## src/rtl/smbr_pkg.sv

```systemverilog
package smbr_pkg;

   localparam int BYTE_W  = 8;
   localparam int CNT_IDX = 4;

   typedef enum logic [2:0] {
      S_IDLE, S_ADDR, S_CMD, S_WR, S_ACK, S_TX, S_MACK
   } link_st_t;

   function automatic logic [7:0] reg_reset(int i);
      case (i)
         1:       return 8'h17;
         2:       return 8'hF8;
         3:       return 8'h08;
         4:       return 8'h06;
         5:       return 8'hD8;
         default: return 8'h00;
      endcase
   endfunction

   // register index feeding clock enable o
   function automatic int en_byte(int o);
      return (o < 4) ? 1 : 2;
   endfunction

   // bit position inside that register
   function automatic int en_bit(int o);
      if (o == 0)     return 4;
      else if (o < 4) return 3 - o;
      else            return 11 - o;
   endfunction

endpackage

```

## src/rtl/smbr_sync.sv

```systemverilog
module smbr_sync #(
   parameter int STAGES = 2,
   parameter int LINES  = 2
) (
   input  logic             clk,
   input  logic             rst_n,
   input  logic [LINES-1:0] din,
   output logic [LINES-1:0] dout
);
   generate
      if (STAGES < 2) begin : g_bad
         $error("smbr_sync needs at least two stages");
      end
      for (genvar g = 0; g < LINES; g++) begin : g_line
         logic [STAGES-1:0] chain;
         always_ff @(posedge clk or negedge rst_n) begin
            if (!rst_n) chain <= '1;
            else        chain <= {chain[STAGES-2:0], din[g]};
         end
         assign dout[g] = chain[STAGES-1];
      end
   endgenerate
endmodule

```

## src/rtl/smbr_regbank.sv

```systemverilog
module smbr_regbank
   import smbr_pkg::*;
#(
   parameter int NREG = 6
) (
   input  logic              clk,
   input  logic              rst_n,
   input  logic              we,
   input  logic [6:0]        waddr,
   input  logic [7:0]        wdata,
   input  logic [6:0]        raddr,
   output logic [7:0]        rdata,
   output logic [NREG*8-1:0] regs_flat
);
   logic [7:0] r [NREG];

   generate
      for (genvar g = 0; g < NREG; g++) begin : g_reg
         always_ff @(posedge clk or negedge rst_n) begin
            if (!rst_n)                          r[g] <= reg_reset(g);
            else if (we && int'(waddr) == g)     r[g] <= wdata;
         end
         assign regs_flat[g*8 +: 8] = r[g];
      end
   endgenerate

   always_comb begin
      rdata = '0;
      for (int i = 0; i < NREG; i++)
         if (int'(raddr) == i) rdata = r[i];
   end
endmodule

```

## src/rtl/smbr_link.sv

```systemverilog
module smbr_link
   import smbr_pkg::*;
#(
   parameter logic [6:0] SLAVE_ADDR7 = 7'h6B
) (
   input  logic       clk,
   input  logic       rst_n,
   input  logic       scl_s,
   input  logic       sda_s,
   input  logic [7:0] rdata,
   output logic [6:0] raddr,
   output logic       we,
   output logic [6:0] waddr,
   output logic [7:0] wdata,
   output logic       sda_oe
);
   link_st_t   st, after_st;
   logic       scl_d, sda_d;
   logic [7:0] sh;
   logic [3:0] bitcnt;
   logic [6:0] idx;
   logic [7:0] remain;
   logic       blk, rd_first, wr_first, nack;

   wire scl_rise  = scl_s & ~scl_d;
   wire scl_fall  = ~scl_s & scl_d;
   wire start_det = scl_s & scl_d & sda_d & ~sda_s;
   wire stop_det  = scl_s & scl_d & ~sda_d & sda_s;
   wire byte_done = scl_fall && (bitcnt == 4'd8);

   logic load_tx;
   always_comb begin
      load_tx = 1'b0;
      if (!start_det && !stop_det && scl_fall) begin
         if (st == S_ACK && after_st == S_TX) load_tx = 1'b1;
         if (st == S_MACK && !nack)           load_tx = 1'b1;
      end
   end

   assign raddr = (blk && rd_first) ? 7'(CNT_IDX) : idx;
   assign waddr = idx;
   assign wdata = sh;
   assign we    = !start_det && !stop_det && (st == S_WR) && byte_done &&
                  !wr_first && (remain != 8'd0);

   always_ff @(posedge clk or negedge rst_n) begin
      if (!rst_n) begin
         scl_d <= 1'b1;
         sda_d <= 1'b1;
      end else begin
         scl_d <= scl_s;
         sda_d <= sda_s;
      end
   end

   always_ff @(posedge clk or negedge rst_n) begin
      if (!rst_n) begin
         st <= S_IDLE;  after_st <= S_IDLE;
         sh <= '0;      bitcnt <= '0;  idx <= '0;  remain <= '0;
         blk <= 1'b0;   rd_first <= 1'b0;  wr_first <= 1'b0;
         nack <= 1'b0;  sda_oe <= 1'b0;
      end else if (start_det) begin
         st <= S_ADDR;  bitcnt <= '0;  sda_oe <= 1'b0;
      end else if (stop_det) begin
         st <= S_IDLE;  sda_oe <= 1'b0;
      end else if (load_tx) begin
         sh <= rdata;  sda_oe <= ~rdata[7];  bitcnt <= '0;  st <= S_TX;
         if (blk && rd_first) rd_first <= 1'b0;
         else                 idx <= idx + 7'd1;
      end else begin
         case (st)
            S_ADDR, S_CMD, S_WR: begin
               if (scl_rise && bitcnt < 4'd8) begin
                  sh     <= {sh[6:0], sda_s};
                  bitcnt <= bitcnt + 4'd1;
               end else if (byte_done) begin
                  bitcnt <= '0;
                  if (st == S_ADDR) begin
                     if (sh[7:1] == SLAVE_ADDR7) begin
                        sda_oe   <= 1'b1;
                        st       <= S_ACK;
                        after_st <= sh[0] ? S_TX : S_CMD;
                     end else begin
                        st <= S_IDLE;
                     end
                  end else if (st == S_CMD) begin
                     blk      <= ~sh[7];
                     idx      <= sh[6:0];
                     wr_first <= ~sh[7];
                     rd_first <= ~sh[7];
                     remain   <= 8'd1;
                     sda_oe   <= 1'b1;
                     st       <= S_ACK;
                     after_st <= S_WR;
                  end else begin
                     if (wr_first) begin
                        remain   <= sh;
                        wr_first <= 1'b0;
                     end else if (remain != 8'd0) begin
                        remain <= remain - 8'd1;
                        idx    <= idx + 7'd1;
                     end
                     sda_oe   <= 1'b1;
                     st       <= S_ACK;
                     after_st <= S_WR;
                  end
               end
            end
            S_ACK: if (scl_fall) begin
               sda_oe <= 1'b0;
               bitcnt <= '0;
               st     <= after_st;
            end
            S_TX: begin
               if (scl_rise) bitcnt <= bitcnt + 4'd1;
               else if (scl_fall) begin
                  if (bitcnt == 4'd8) begin
                     sda_oe <= 1'b0;
                     st     <= S_MACK;
                  end else begin
                     sh     <= {sh[6:0], 1'b0};
                     sda_oe <= ~sh[6];
                  end
               end
            end
            S_MACK: begin
               if (scl_rise)      nack <= sda_s;
               else if (scl_fall) st   <= S_IDLE;
            end
            default: ;
         endcase
      end
   end
endmodule

```

## src/rtl/smb_ctrl_slave.sv

```systemverilog
module smb_ctrl_slave
   import smbr_pkg::*;
#(
   parameter logic [6:0] SLAVE_ADDR7 = 7'h6B,
   parameter int         SYNC_STAGES = 2,
   parameter int         NUM_REGS    = 6
) (
   input  logic        clk,
   input  logic        rst_n,
   input  logic        scl_in,
   input  logic        sda_in,
   output logic        sda_oe,
   output logic [8:0]  out_en,
   output logic        amp_sel,
   output logic [2:0]  amp_code,
   output logic [10:0] amp_mv
);
   localparam int NUM_OUT = 9;
   localparam int AMP_IDX = 5;

   generate
      if (NUM_REGS <= AMP_IDX) begin : g_bad
         $error("register bank too small for the control map");
      end
   endgenerate

   logic [1:0]            sync_q;
   logic                  we;
   logic [6:0]            waddr, raddr;
   logic [7:0]            wdata, rdata;
   logic [NUM_REGS*8-1:0] regs_flat;

   smbr_sync #(.STAGES(SYNC_STAGES), .LINES(2)) u_sync (
      .clk(clk), .rst_n(rst_n), .din({scl_in, sda_in}), .dout(sync_q));

   smbr_link #(.SLAVE_ADDR7(SLAVE_ADDR7)) u_link (
      .clk(clk), .rst_n(rst_n), .scl_s(sync_q[1]), .sda_s(sync_q[0]),
      .rdata(rdata), .raddr(raddr), .we(we), .waddr(waddr),
      .wdata(wdata), .sda_oe(sda_oe));

   smbr_regbank #(.NREG(NUM_REGS)) u_regs (
      .clk(clk), .rst_n(rst_n), .we(we), .waddr(waddr), .wdata(wdata),
      .raddr(raddr), .rdata(rdata), .regs_flat(regs_flat));

   generate
      for (genvar o = 0; o < NUM_OUT; o++) begin : g_en
         assign out_en[o] = regs_flat[en_byte(o)*8 + en_bit(o)];
      end
   endgenerate

   assign amp_sel  = regs_flat[AMP_IDX*8 + 7];
   assign amp_code = regs_flat[AMP_IDX*8 + 4 +: 3];
   assign amp_mv   = 11'd300 + 11'd100 * {8'd0, amp_code};
endmodule

```

## config.mk

```make
export PLATFORM = sky130hd
export DESIGN_NAME = smb_ctrl_slave
export DESIGN_NICKNAME = d
export VERILOG_FILES = /design/src/rtl/smbr_pkg.sv /design/src/rtl/smbr_sync.sv /design/src/rtl/smbr_regbank.sv /design/src/rtl/smbr_link.sv /design/src/rtl/smb_ctrl_slave.sv
export SDC_FILE = /design/constraint.sdc
export NUM_CORES = 1
export LEC_CHECK = 0
export ABC_AREA = 0
export BUFFER_PORTS_ARGS = -buffer_cell sky130_fd_sc_hd__buf_4
export CAP_MARGIN = 0
export CORE_UTILIZATION = 45
export DETAILED_ROUTE_END_ITERATION = 7
export GPL_TIMING_DRIVEN = 0
export PLACE_DENSITY = 0.7
export SETUP_SLACK_MARGIN = 0.4
export SYNTH_ARGS = -nofsm -noshare
export SYNTH_HDL_FRONTEND = slang
export SYNTH_SLANG_ARGS = --single-unit
```

## constraint.sdc

```tcl
create_clock -name clk -period 2.35 [get_ports clk]
set_input_delay 0.235 -clock clk [delete_from_list [all_inputs] [get_ports clk]]
set_output_delay 0.235 -clock clk [all_outputs]
set_load 0.01 [all_outputs]
```

# Word level (Yosys, flattened, before mapping)
# Index checks and enable logic that the tools add are counted.
# totals
ff_bits	92
out_inout_bits	25
in_bits	4
word_cells	206
# op_classes
n_reduce_logical	45
n_addsub	4
mux	73
n_lt_le_gt_ge	1
n_eq_ne	42
n_mul	1
bitwise_logic	19
# op_table
operator	count
2-to-1 mux 8 bit	14
2-to-1 mux 7 bit	10
2-to-1 mux 3 bit	16
!= test 5 x 1 -> 1 bit, second input constant	6
equality test 7 x 3 -> 1 bit, second input constant	4
equality test 7 x 4 -> 1 bit, second input constant	4
2-to-1 mux 4 bit	7
AND reduction 7 bit	4
AND reduction 8 bit	3
2-to-1 mux 1 bit	22
AND reduction 9 bit	2
logical AND 1 bit	17
one-hot mux 8 bit (2 select lines)	1
equality test 7 x 2 -> 1 bit, second input constant	2
zero test 7 bit	2
equality test 3 bit, second input constant	4
NOT 1 bit	12
one-hot mux 3 bit (4 select lines)	1
one-hot mux 4 bit (3 select lines)	1
adder 9 x 10 -> 11 bit, first input constant	1
!= test 5 bit, second input constant	2
AND reduction 5 bit	2
nonzero test 3 bit	3
multiplier 5 x 3 -> 8 bit, first input constant	1
other kinds (25)	44

# Longest topological paths before layout
# Gate-level depths: netlist of the first run.
# logic_depth
depth_word	13
depth_mapped	10
ltp_nobuf	8

# Cells and area by module
# A second synthesis of the first run with hierarchy kept.
# hier_totals
cells_unflattened	487
hier_area_um2	5298.8
# by_module_without_submodules
mod	cells_each	area_each_um2	n_inst
smbr_link	296	2618.8	1
smbr_regbank	150	2287.2	1
smb_ctrl_slave	35	272.8	1
smbr_sync	6	120.1	1

# Least setup slack after synthesis of the first run
# OpenSTA, ideal clock, no wires.
# synth_path
path_type	flip-flop to flip-flop
start	register u_link.remain[0]
end	register u_regs.r, in the netlist u_regs.regs_flat[37]
n_path_buf	2
t_arrival_ns	1.956
synth_period_minus_slack_ns	2.081
setup_slack_ns	0.269
setup_time_ns	0.125
path_stages_with_launch	10
path_cell_list	dfrtp_1 inv_1 ha_1 or3b_1 buf_2 nor2_8 nor3_2 nand4_1 buf_2 mux2_4
# synth_between
elab_chain_len	3
# synth_rtl
element	line	rtl
start: declaration	smbr_link.sv:22	logic [7:0] remain;
start signal: assignment	smbr_link.sv:97	remain <= sh;
start signal: assignment	smbr_link.sv:100	remain <= remain - 8'd1;
nonzero test 8 bit	smbr_link.sv:44	!wr_first && (remain != 8'd0);
logical AND 1 bit	smbr_link.sv:44	
logical AND 1 bit	smbr_regbank.sv:21	else if (we && int'(waddr) == g) r[g] <= wdata;
end signal: indexed assignment	smbr_regbank.sv:20	if (!rst_n) r[g] <= reg_reset(g);
end: declaration	smbr_regbank.sv:15	logic [7:0] r [NREG];
# Every way passes these cells.
# A chain may end at the register's enable or synchronous reset.

# Worst setup path after layout of the first run
# layout_path
start	register u_regs.r, in the netlist u_regs.regs_flat[45]
end	output port amp_mv[8]
# layout_between
elab_chain_len	2
# layout_rtl
element	line	rtl
multiplier 5 x 3 -> 8 bit	smb_ctrl_slave.sv:53	assign amp_mv = 11'd300 + 11'd100 * {8'd0, amp_code};
adder 9 x 10 -> 11 bit	smb_ctrl_slave.sv:53	
end: declaration	smb_ctrl_slave.sv:16	output logic [10:0] amp_mv
# Every way passes these cells.

==> results of run 1 <==
-- kinds of logic (layout without fill, tap and decap cells) --
kind of cell / Yosys count / in the layout / synth area share, %
AND/OR/NAND/NOR: 164 / 164 / 16.8
buffers and inverters: 65 / 177 / 6.36
AO/OA/AOI/OAI: 155 / 155 / 17.6
other: 1 / 2 / 0.0693
adder cells (fa/ha/maj): 14 / 14 / 3.24
multiplexers: 45 / 45 / 11.8
flip-flops: 92 / 92 / 43.1
XOR/XNOR: 7 / 7 / 1.13
-- critical path: cells and delay by family, from the launching register on --
kind,cells,cell delay [ns]
AND/OR/NAND/NOR,3,0.50
adder cells (fa/ha/maj),2,0.44
flip-flops,1,0.43
buffers and inverters,2,0.24
-- worst min-delay path by stage --
stage / endpoint / slack, ns / startpoint
floorplan: u_link.after_st[0] / -0.06 / rst_n
global placement: u_sync.g_line[0].chain[0] / 0.35 / sda_in
detailed placement: u_sync.g_line[0].chain[0] / 0.34 / sda_in
CTS: u_regs.regs_flat[1] / 0.15 / rst_n
global route: u_link.waddr[2] / 0.22 / rst_n
finish: u_regs.regs_flat[5] / 0.11 / rst_n
-- registers in the layout (all words and copies together) (netlist names) --
signal	count
u_regs.regs_flat	48
u_link.remain	8
u_link.wdata	8
u_link.waddr	7
u_link.bitcnt	4
u_sync.g_line.chain	4
u_link.after_st	3
u_link.st	3
u_link.blk	1
u_link.nack	1
u_link.rd_first	1
u_link.scl_d	1
u_link.sda_d	1
u_link.sda_oe	1
u_link.wr_first	1
-- synth_stat cells, drive strengths merged (4+ instances only) --
cell     number
nor3         13
clkbuf       12
a211oi        4
nor2b         6
buf          31
and2          4
mux2i         4
xnor2         4
nand2        51
o21ai        66
and3          7
a31oi         4
mux4          4
a21oi        37
nand4         5
or3           4
nand3        12
inv          22
o22a          4
o22ai         4
nand2b        5
ha           14
a22o          4
mux2         37
nor3b         7
o31ai         7
a221o         4
nor2         30
dfrtp        70
o2bb2ai       4
dfstp        22
-- final cells by class --
cell class	instances	area, sq um	area share [%]
Buffer	43	337	4.54
Clock buffer	9	225	3.04
Clock inverter	7	66.3	0.894
Inverter	22	87.6	1.18
Multi-Input combinational cell	387	3350	45.1
Sequential cell	92	2330	31.4
Tap cell	143	179	2.41
Timing Repair Buffer	96	845	11.4
-- layer usage --
metal  GRT usage, %  vias up
met2           40.4      173
met3           4.84       48
met4           10.4        0
li1               -     2166
met1           31.9     2375
met5              0        -
-- stage by stage --
| stage | hold slack [ns] | util, % | setup TNS, ns | instance area (sq um) |
|---|---|---|---|---|
| final | 0.111 | 64.1 | 0 | 7420 |
| after CTS | 0.153 | 59.0 | 0 | 6820 |
| after detailed placement | 0.344 | 50.3 | -0.142 | 5810 |
| after global routing | 0.218 | 64.1 | 0 | 7420 |
| after floorplan | -0.0606 | - | 0 | 5440 |
| after global placement | 0.345 | 50.3 | -0.0280 | 5810 |
-- where the power goes --
group / switching [mW] / total [mW] / internal, mW
combinational: 0.918 / 1.52 / 0.607
sequential: 0.201 / 1.91 / 1.71
clock: 0.704 / 1.45 / 0.748
total: 1.82 / 4.88 / 3.06
-- what timing repair did --
action,4_1_cts,5_1_grt
setup buffers,41,24
gates resized for setup,113,113
endpoints found under the hold margin,2,0
pin swaps,43,45
hold buffers,2,0
endpoints found under the setup margin,86,86
cloned,3,0
==> impl_metrics.py, run 1 <==
metrics = {
    "route": {
        "wl_per_cell_microns": 19.8,
        "viasPerCell": 5.96,
        "maxUsedRoutingLayer": "met4",
        "wl_met3_microns": 902,
        "drt_iter0_drc": 396,
        "met2_length_mm": 7.71,
        "wl_met1_mm": 6.57,
        "drtPass1Iterations": 7,
        "drc_errors": 2,
        "ant_nets": 0,
        "drt_wl_total_mm": 15.8,
        "via_count": 4762,
    },
    "global_routing": {
        "grt_pass1_wl_mm": 24.0,
        "overflow": 0,
        "grt_pass1_vias": 4561,
        "antenna_found_initial": 0,
        "grt_usage_pct": 24.7,
        "grt_start_max_net_pins": 93,
    },
    "placement": {
        "dp.cells": 713,
        "post-place-ws_ns": -0.0593,
        "place.gp.congestion": 0.929,
        "hpwl_mm": 9.41,
        "io_buffer_count": 26,
    },
    "run_status": {
        "outcome": "finished, violations left",
        "violations": "DRC",
    },
    "logic_synthesis": {
        "yosysSeqAreaShare_pct": 43.1,
        "async_flop_share_pct": 100,
        "yosysTopAreaCellShare_pct": 32.4,
        "yosys_most_used_dff": "dfrtp_1",
        "synth_cell_types": 75,
        "ys.warnings.count": 0,
        "synth-edff-count": 0,
        "yosys.area.top_type": "dfrtp_1",
        "avgSynthCellArea_sq_um": 9.97,
        "synthTopCellsByArea": "dfrtp_1, dfstp_2, mux2_4",
        "ys_ff_latch": 92,
        "synth_cells": 543,
        "syn-cell-area_sq_mm": 0.00541,
    },
    "sta": {
        "final-setup-viol-count": 0,
        "fmax_mhz": 454,
        "min_period_over_period_pct": 93.8,
        "finalCriticalPeriod_ns": 2.20,
        "setup_ws_ns": 0.147,
        "fin_skew_ns": 0.0121,
        "drv_slew": 0,
        "hold_viol": 0,
        "maxSlewHeadroom_pct": 22.5,
        "worst_pin_slew_ns": 1.16,
        "rsz0062_at_grt": "true",
    },
    "final_layout": {
        "syn_to_final_growth_pct": 37.1,
        "nFillCells": 838,
        "final_cell_mix": "buf_4, dfrtp_1, nand2_1",
        "final_common_cell": "buf_4",
        "antenna_cells": 0,
        "drive_above_1_share_pct": 51.1,
        "fin_cells": 799,
        "final_nets": 669,
    },
    "setup_path": {
        "endpoint": "amp_mv[8]",
        "path_class": "register to output pin",
        "slowest_stage": "dfrtp_2",
        "start_kind": "register",
        "end_kind": "output pin",
        "cp_cell_sequence": "buf_6, ha_4, ha_4, nand2_4, or3_4, nand2_2, buf_6",
        "reg2reg_depth": 6,
        "cp-startpoint": "u_regs.regs_flat[45]",
        "slowest_delay_ns": 0.43,
        "critical_path_arrival_ns": 1.97,
        "crit_fanout": 5,
        "r2r_slack_ns": 0.23,
        "reg2reg_from": "u_link.waddr[6]",
        "rr_endpoint": "u_regs.regs_flat[37]",
        "cp.required_ns": 2.12,
    },
    "clocking": {
        "cts.reportedPaths.clkPinSlew_ns": 0.07,
        "cts_tree": "yes",
        "root_buffer": "clkbuf_16",
        "clock_path_buffers": 2,
        "cts_buffers": 9,
        "h-tree-depth": 3,
        "clock_latency_ns": 0.36,
        "cts.sinks": 92,
    },
    "power": {
        "design_power_total_mw": 4.88,
        "vdd_drop_max_v": 0.000671,
        "pwr_density_cell_mw_per_mm2": 658,
        "leakage_nw": 3.27,
    },
    "die": {
        "start_util_pct": 46.8,
        "die_x_microns": 112,
        "core_area_sq_mm": 0.0116,
        "die_h_microns": 112,
        "io_pins": 29,
        "die_area_sq_mm": 0.0125,
        "row_count": 39,
    },
    "job": {
        "drv_cap": 0,
    },
    "hold_path": {
        "min-delay-path-class": "primary input to asynchronous set/reset pin",
    },
}
Power figures use the tool's default switching activity.
==> inputs of run 2 (changes only) <==
- ABC_AREA: 0 -> unset
- CELL_PAD_IN_SITES_DETAIL_PLACEMENT: unset -> 0
- CELL_PAD_IN_SITES_GLOBAL_PLACEMENT: unset -> 1
- PLACE_DENSITY: 0.7 -> 0.83
- SLEW_MARGIN: unset -> 20
==> impl_metrics.py, run 2 (synthesized netlist as in run 1, its figures left out) <==
metrics = {
    "run_status": {
        "outcome": "finished, violations left",
        "violations": "DRC",
    },
    "setup_path": {
        "start_kind": "register",
        "r2r_slack_ns": 0.22,
        "slowest_stage": "dfrtp_2",
        "slowest_delay_ns": 0.38,
        "cp_cell_sequence": "inv_2, ha_4, inv_2, ha_4, nand2_4, or3_4, nand2_2, buf_6",
        "critical_path_arrival_ns": 1.97,
        "path_class": "register to output pin",
        "end_kind": "output pin",
        "crit_fanout": 3,
        "rr_endpoint": "u_regs.regs_flat[31]",
        "reg2reg_depth": 10,
        "reg2reg_from": "u_link.remain[1]",
        "cp.required_ns": 2.12,
    },
    "sta": {
        "finalSetupTns_ns": 0,
        "fin_skew_ns": 0.0117,
        "hold_viol": 0,
        "final-setup-viol-count": 0,
        "worst_pin_slew_ns": 0.829,
        "min_period_over_period_pct": 93.6,
        "drv_slew": 0,
        "rsz0062_at_grt": "true",
        "fmax_mhz": 454,
        "maxSlewHeadroom_pct": 44.7,
        "timing.hold.ws_ns": 0.355,
        "finalCriticalPeriod_ns": 2.20,
    },
    "clocking": {
        "cts.sinks": 92,
        "cts_buffers": 9,
        "cts_tree": "yes",
        "root_buffer": "clkbuf_16",
        "clock_latency_ns": 0.36,
        "h-tree-depth": 3,
        "cts.reportedPaths.clkPinSlew_ns": 0.07,
        "clock_path_buffers": 2,
    },
    "die": {
        "die_h_microns": 112,
        "core_area_sq_mm": 0.0116,
        "row_count": 39,
        "die_x_microns": 112,
        "start_util_pct": 46.8,
        "die_area_sq_mm": 0.0125,
        "io_pins": 29,
    },
    "route": {
        "viasPerCell": 5.87,
        "ant_nets": 0,
        "wl_per_cell_microns": 19.6,
        "drtPass1Iterations": 8,
        "drt_wl_total_mm": 15.6,
        "via_count": 4674,
        "drc_errors": 4,
        "drt_iter0_drc": 301,
    },
    "hold_path": {
        "hold_start": "u_sync.g_line[0].chain[0]",
        "min-delay-path-class": "register to register",
        "hold_depth": 0,
        "min_to": "u_sync.g_line[0].chain[1]",
    },
    "placement": {
        "dpl_cell_area_sq_mm": 0.00582,
        "dp.cells": 713,
        "io_buffer_count": 26,
        "hpwl_mm": 9.30,
        "place.gp.congestion": 0.901,
    },
    "final_layout": {
        "drive_above_1_share_pct": 52.5,
        "syn_to_final_growth_pct": 38.6,
        "largest_register_ffs": 48,
        "final_common_cell": "buf_4",
        "final_cell_area_sq_mm": 0.00750,
        "antenna_cells": 0,
        "fin_util_pct": 64.8,
        "fin_cells": 796,
        "final_cell_mix": "buf_4, dfrtp_1, mux2_4, nand2_1, o21ai_0",
        "final_nets": 666,
    },
    "power": {
        "leakage_nw": 3.30,
        "vdd_drop_max_v": 0.000608,
        "pwr_density_cell_mw_per_mm2": 674,
    },
    "job": {
        "drv_cap": 0,
    },
    "global_routing": {
        "grt_pass1_vias": 4441,
        "grtUsageMet2_pct": 39.4,
        "overflow": 0,
        "grt_use_met1_pct": 34.9,
        "met3_usage_pct": 4.52,
        "gr-max-usage-layer": "met2",
        "grt_pass1_wl_mm": 24.2,
        "grt_start_max_net_pins": 93,
        "antenna_found_initial": 0,
        "grt_usage_pct": 25.0,
    },
}
## run 2: critical path: cells and delay by family (launching register included)
kind,cells,cell delay [ns]
and+or+nand+nor,3,0.49
buffers and inverters,3,0.20
DFF,1,0.38
adders and majority gates,2,0.53
## run 2: power by group
| group | internal (mW) | total, mW | switching (mW) | leakage [nW] |
|---|---|---|---|---|
| registers | 1.71 | 1.89 | 0.187 | 1.18 |
| clock network | 0.973 | 1.63 | 0.661 | 0.165 |
| logic | 0.574 | 1.53 | 0.956 | 1.95 |
## run 2: layout make-up
cell class                      instances  area [sq um]
Buffer                                 43           329
Clock buffer                           10           239
Clock inverter                          6          93.8
Fill cell                             872          4070
Inverter                               22          82.6
Multi-Input combinational cell        387          3400
Sequential cell                        92          2330
Tap cell                              143           179
Timing Repair Buffer                   93           837
## run 2: worst max path at each step
| stage | from | to | slack [ns] |
|---|---|---|---|
| after floorplan | u_link.remain[0] | u_regs.regs_flat[0] | 0.34 |
| after global placement | u_link.waddr[3] | u_link.sda_oe | 0.06 |
| after detailed placement | u_link.waddr[1] | u_regs.regs_flat[38] | 0.01 |
| after CTS | u_regs.regs_flat[45] | amp_mv[8] | 0.21 |
| after global routing | u_regs.regs_flat[45] | amp_mv[8] | 0.11 |
| final | u_regs.regs_flat[45] | amp_mv[8] | 0.15 |
## run 2: per-stage QoR
| step | setup WS (ns) | total power, mW |
|---|---|---|
| 2_1_floorplan | 0.341 | 2.62 |
| 3_3_place_gp | 0.0586 | 3.01 |
| 3_5_place_dp | 0.0103 | 3.03 |
| 4_1_cts | 0.213 | 4.86 |
| 5_1_grt | 0.105 | 5.27 |
| 6_report | 0.149 | 5.06 |
## run 2: timing repair
| action | in CTS | in global routing |
|---|---|---|
| hold buffers | 3 | 0 |
| pin swaps | 46 | 48 |
| buffers inserted | 48 | 13 |
| cloned | 3 | 0 |
| setup endpoints to repair | 86 | 86 |
| gates resized for setup | 116 | 123 |
| hold endpoints to repair | 4 | 0 |
## run 2: per-layer routing
metal  routed length (microns)  vias up
li1                          -     2155
met4                       421        0
met3                       737       42
met5                         0        -
met2                      7480      136
met1                      6990     2341
==> inputs of run 3 (changes only) <==
- SETUP_SLACK_MARGIN: 0.4 -> unset
==> impl_metrics.py, run 3 (synthesized netlist as in run 1, its figures left out) <==
metrics = {
    "setup_path": {
        "end_kind": "register",
        "cp_cell_sequence": "or4_4, nor2_1, o31ai_1, a21oi_1, nor3_1, mux2_2",
        "cp.required_ns": 2.59,
        "slowest_stage": "or4_4",
        "slowest_delay_ns": 0.60,
        "path_class": "register to register",
        "crit_fanout": 6,
        "critical_path_arrival_ns": 2.51,
        "reg2reg_depth": 6,
        "start_kind": "register",
    },
    "sta": {
        "maxSlewHeadroom_pct": 42.7,
        "drv_slew": 0,
        "min_period_over_period_pct": 96.3,
        "finalCriticalPeriod_ns": 2.26,
        "final-setup-viol-count": 0,
        "fin_skew_ns": 0.0132,
        "setup_ws_ns": 0.0873,
        "hold_viol": 0,
        "worst_pin_slew_ns": 0.859,
        "rsz0062_at_grt": "false",
        "fmax_mhz": 442,
    },
    "final_layout": {
        "antenna_cells": 0,
        "largest_register_ffs": 48,
        "final_cell_mix": "dfrtp_1, o21ai_0, buf_4, nand2_1, a21oi_1",
        "nFillCells": 1035,
        "final_common_cell": "dfrtp_1",
        "final_cell_area_sq_mm": 0.00626,
        "multi_input_area_sq_mm": 0.00280,
        "seqCellArea_sq_mm": 0.00233,
        "final_nets": 614,
        "syn_to_final_growth_pct": 15.7,
        "drive_above_1_share_pct": 29.5,
        "fin_cells": 744,
    },
    "power": {
        "switching_share_pct": 36.2,
        "vdd_drop_max_v": 0.000499,
        "leakage_nw": 2.80,
        "switchingPower_mw": 1.61,
        "power_frac_seq_pct": 42.4,
        "clockPowerShare_pct": 31.2,
        "comb_power_share_pct": 26.4,
        "pwr_density_cell_mw_per_mm2": 709,
        "power.internal_mw": 2.83,
    },
    "route": {
        "drc_errors": 3,
        "viasPerCell": 5.76,
        "drtPass1Iterations": 8,
        "drt_iter0_drc": 313,
        "ant_nets": 0,
        "wl_per_cell_microns": 18.0,
        "drt_wl_total_mm": 13.4,
        "via_count": 4287,
    },
    "placement": {
        "dp.cells": 713,
        "hpwl_mm": 9.27,
        "io_buffer_count": 26,
        "place.gp.congestion": 0.902,
        "post-place-ws_ns": -0.0302,
        "dpl_cell_area_sq_mm": 0.00579,
    },
    "clocking": {
        "clock_path_buffers": 2,
        "root_buffer": "clkbuf_16",
        "cts_buffers": 9,
        "clock_latency_ns": 0.36,
        "cts.reportedPaths.clkPinSlew_ns": 0.07,
        "cts_tree": "yes",
        "cts.sinks": 92,
        "h-tree-depth": 3,
    },
    "die": {
        "die_h_microns": 112,
        "die_area_sq_mm": 0.0125,
        "die_x_microns": 112,
        "core_area_sq_mm": 0.0116,
        "io_pins": 29,
        "start_util_pct": 46.8,
        "row_count": 39,
    },
    "hold_path": {
        "min-delay-path-class": "register to register",
        "hold_depth": 0,
    },
    "global_routing": {
        "grt_pass1_vias": 4237,
        "grt_pass1_wl_mm": 22.0,
        "grt_start_max_net_pins": 93,
        "grt_usage_pct": 22.6,
        "overflow": 0,
        "antenna_found_initial": 0,
    },
    "run_status": {
        "outcome": "finished, violations left",
        "violations": "DRC",
    },
    "job": {
        "drv_cap": 0,
    },
}
==> run 3: critical path: cells and delay by family (launching register included) <==
kind,cells,cell delay (ns)
flip-flops,1,0.43
AO/OA/AOI/OAI,2,0.43
AND/OR/NAND/NOR,3,1.03
multiplexers,1,0.27
==> run 3: worst paths after layout <==
check	to	startpoint	slack, ns
max	u_link.sda_oe	u_link.waddr[3]	0.09
min	u_sync.g_line[0].chain[1]	u_sync.g_line[0].chain[0]	0.36
max reg2reg	u_link.sda_oe	u_link.waddr[3]	0.09
min reg2reg	u_sync.g_line[0].chain[1]	u_sync.g_line[0].chain[0]	0.36
max in group asynchronous	u_regs.regs_flat[45]	rst_n	1.21
min in group asynchronous	u_regs.regs_flat[6]	rst_n	0.54
==> run 3: power groups by stage <==
stage	Combinational (mW)	Sequential [mW]	Clock [mW]
detailed placement	1.13	1.90	0
finish	1.17	1.88	1.39
global placement	1.11	1.90	0
CTS	1.14	1.87	1.40
floorplan	0.791	1.83	0
global route	1.29	1.89	1.47
==> run 3: what timing repair did <==
action	CTS	global route
pin swaps	0	4
endpoints found under the hold margin	9	0
gates resized for setup	4	16
setup endpoints to repair	7	36
setup buffers	1	11
hold buffers	3	0
==> run 3: through the flow <==
stage | TNS [ns] | hold slack [ns] | power (mW) | util (%)
floorplan | 0 | -0.0606 | 2.62 | -
global placement | -0.0782 | 0.343 | 3.01 | 50.1
detailed placement | -0.114 | 0.345 | 3.03 | 50.1
CTS | 0 | 0.357 | 4.41 | 52.8
global route | 0 | 0.360 | 4.65 | 54.1
finish | 0 | 0.356 | 4.44 | 54.1
==> run 3: layout make-up <==
type	count	area share, %
multi-input combinational	387	44.7
sequential	92	37.2
timing repair buffer	41	5.10
buffer	43	4.46
clock buffer	11	3.72
tap	143	2.86
inverter	22	1.32
clock inverter	5	0.580
==> run 3: metal layers <==
layer | up-vias | track usage [%] | part of all wire [%]
li1 | 2039 | - | -
met1 | 2118 | 31.2 | 47
met2 | 108 | 35.4 | 46
met3 | 22 | 4.19 | 4.3
met4 | 0 | 8.38 | 2.2
met5 | - | 0 | 0
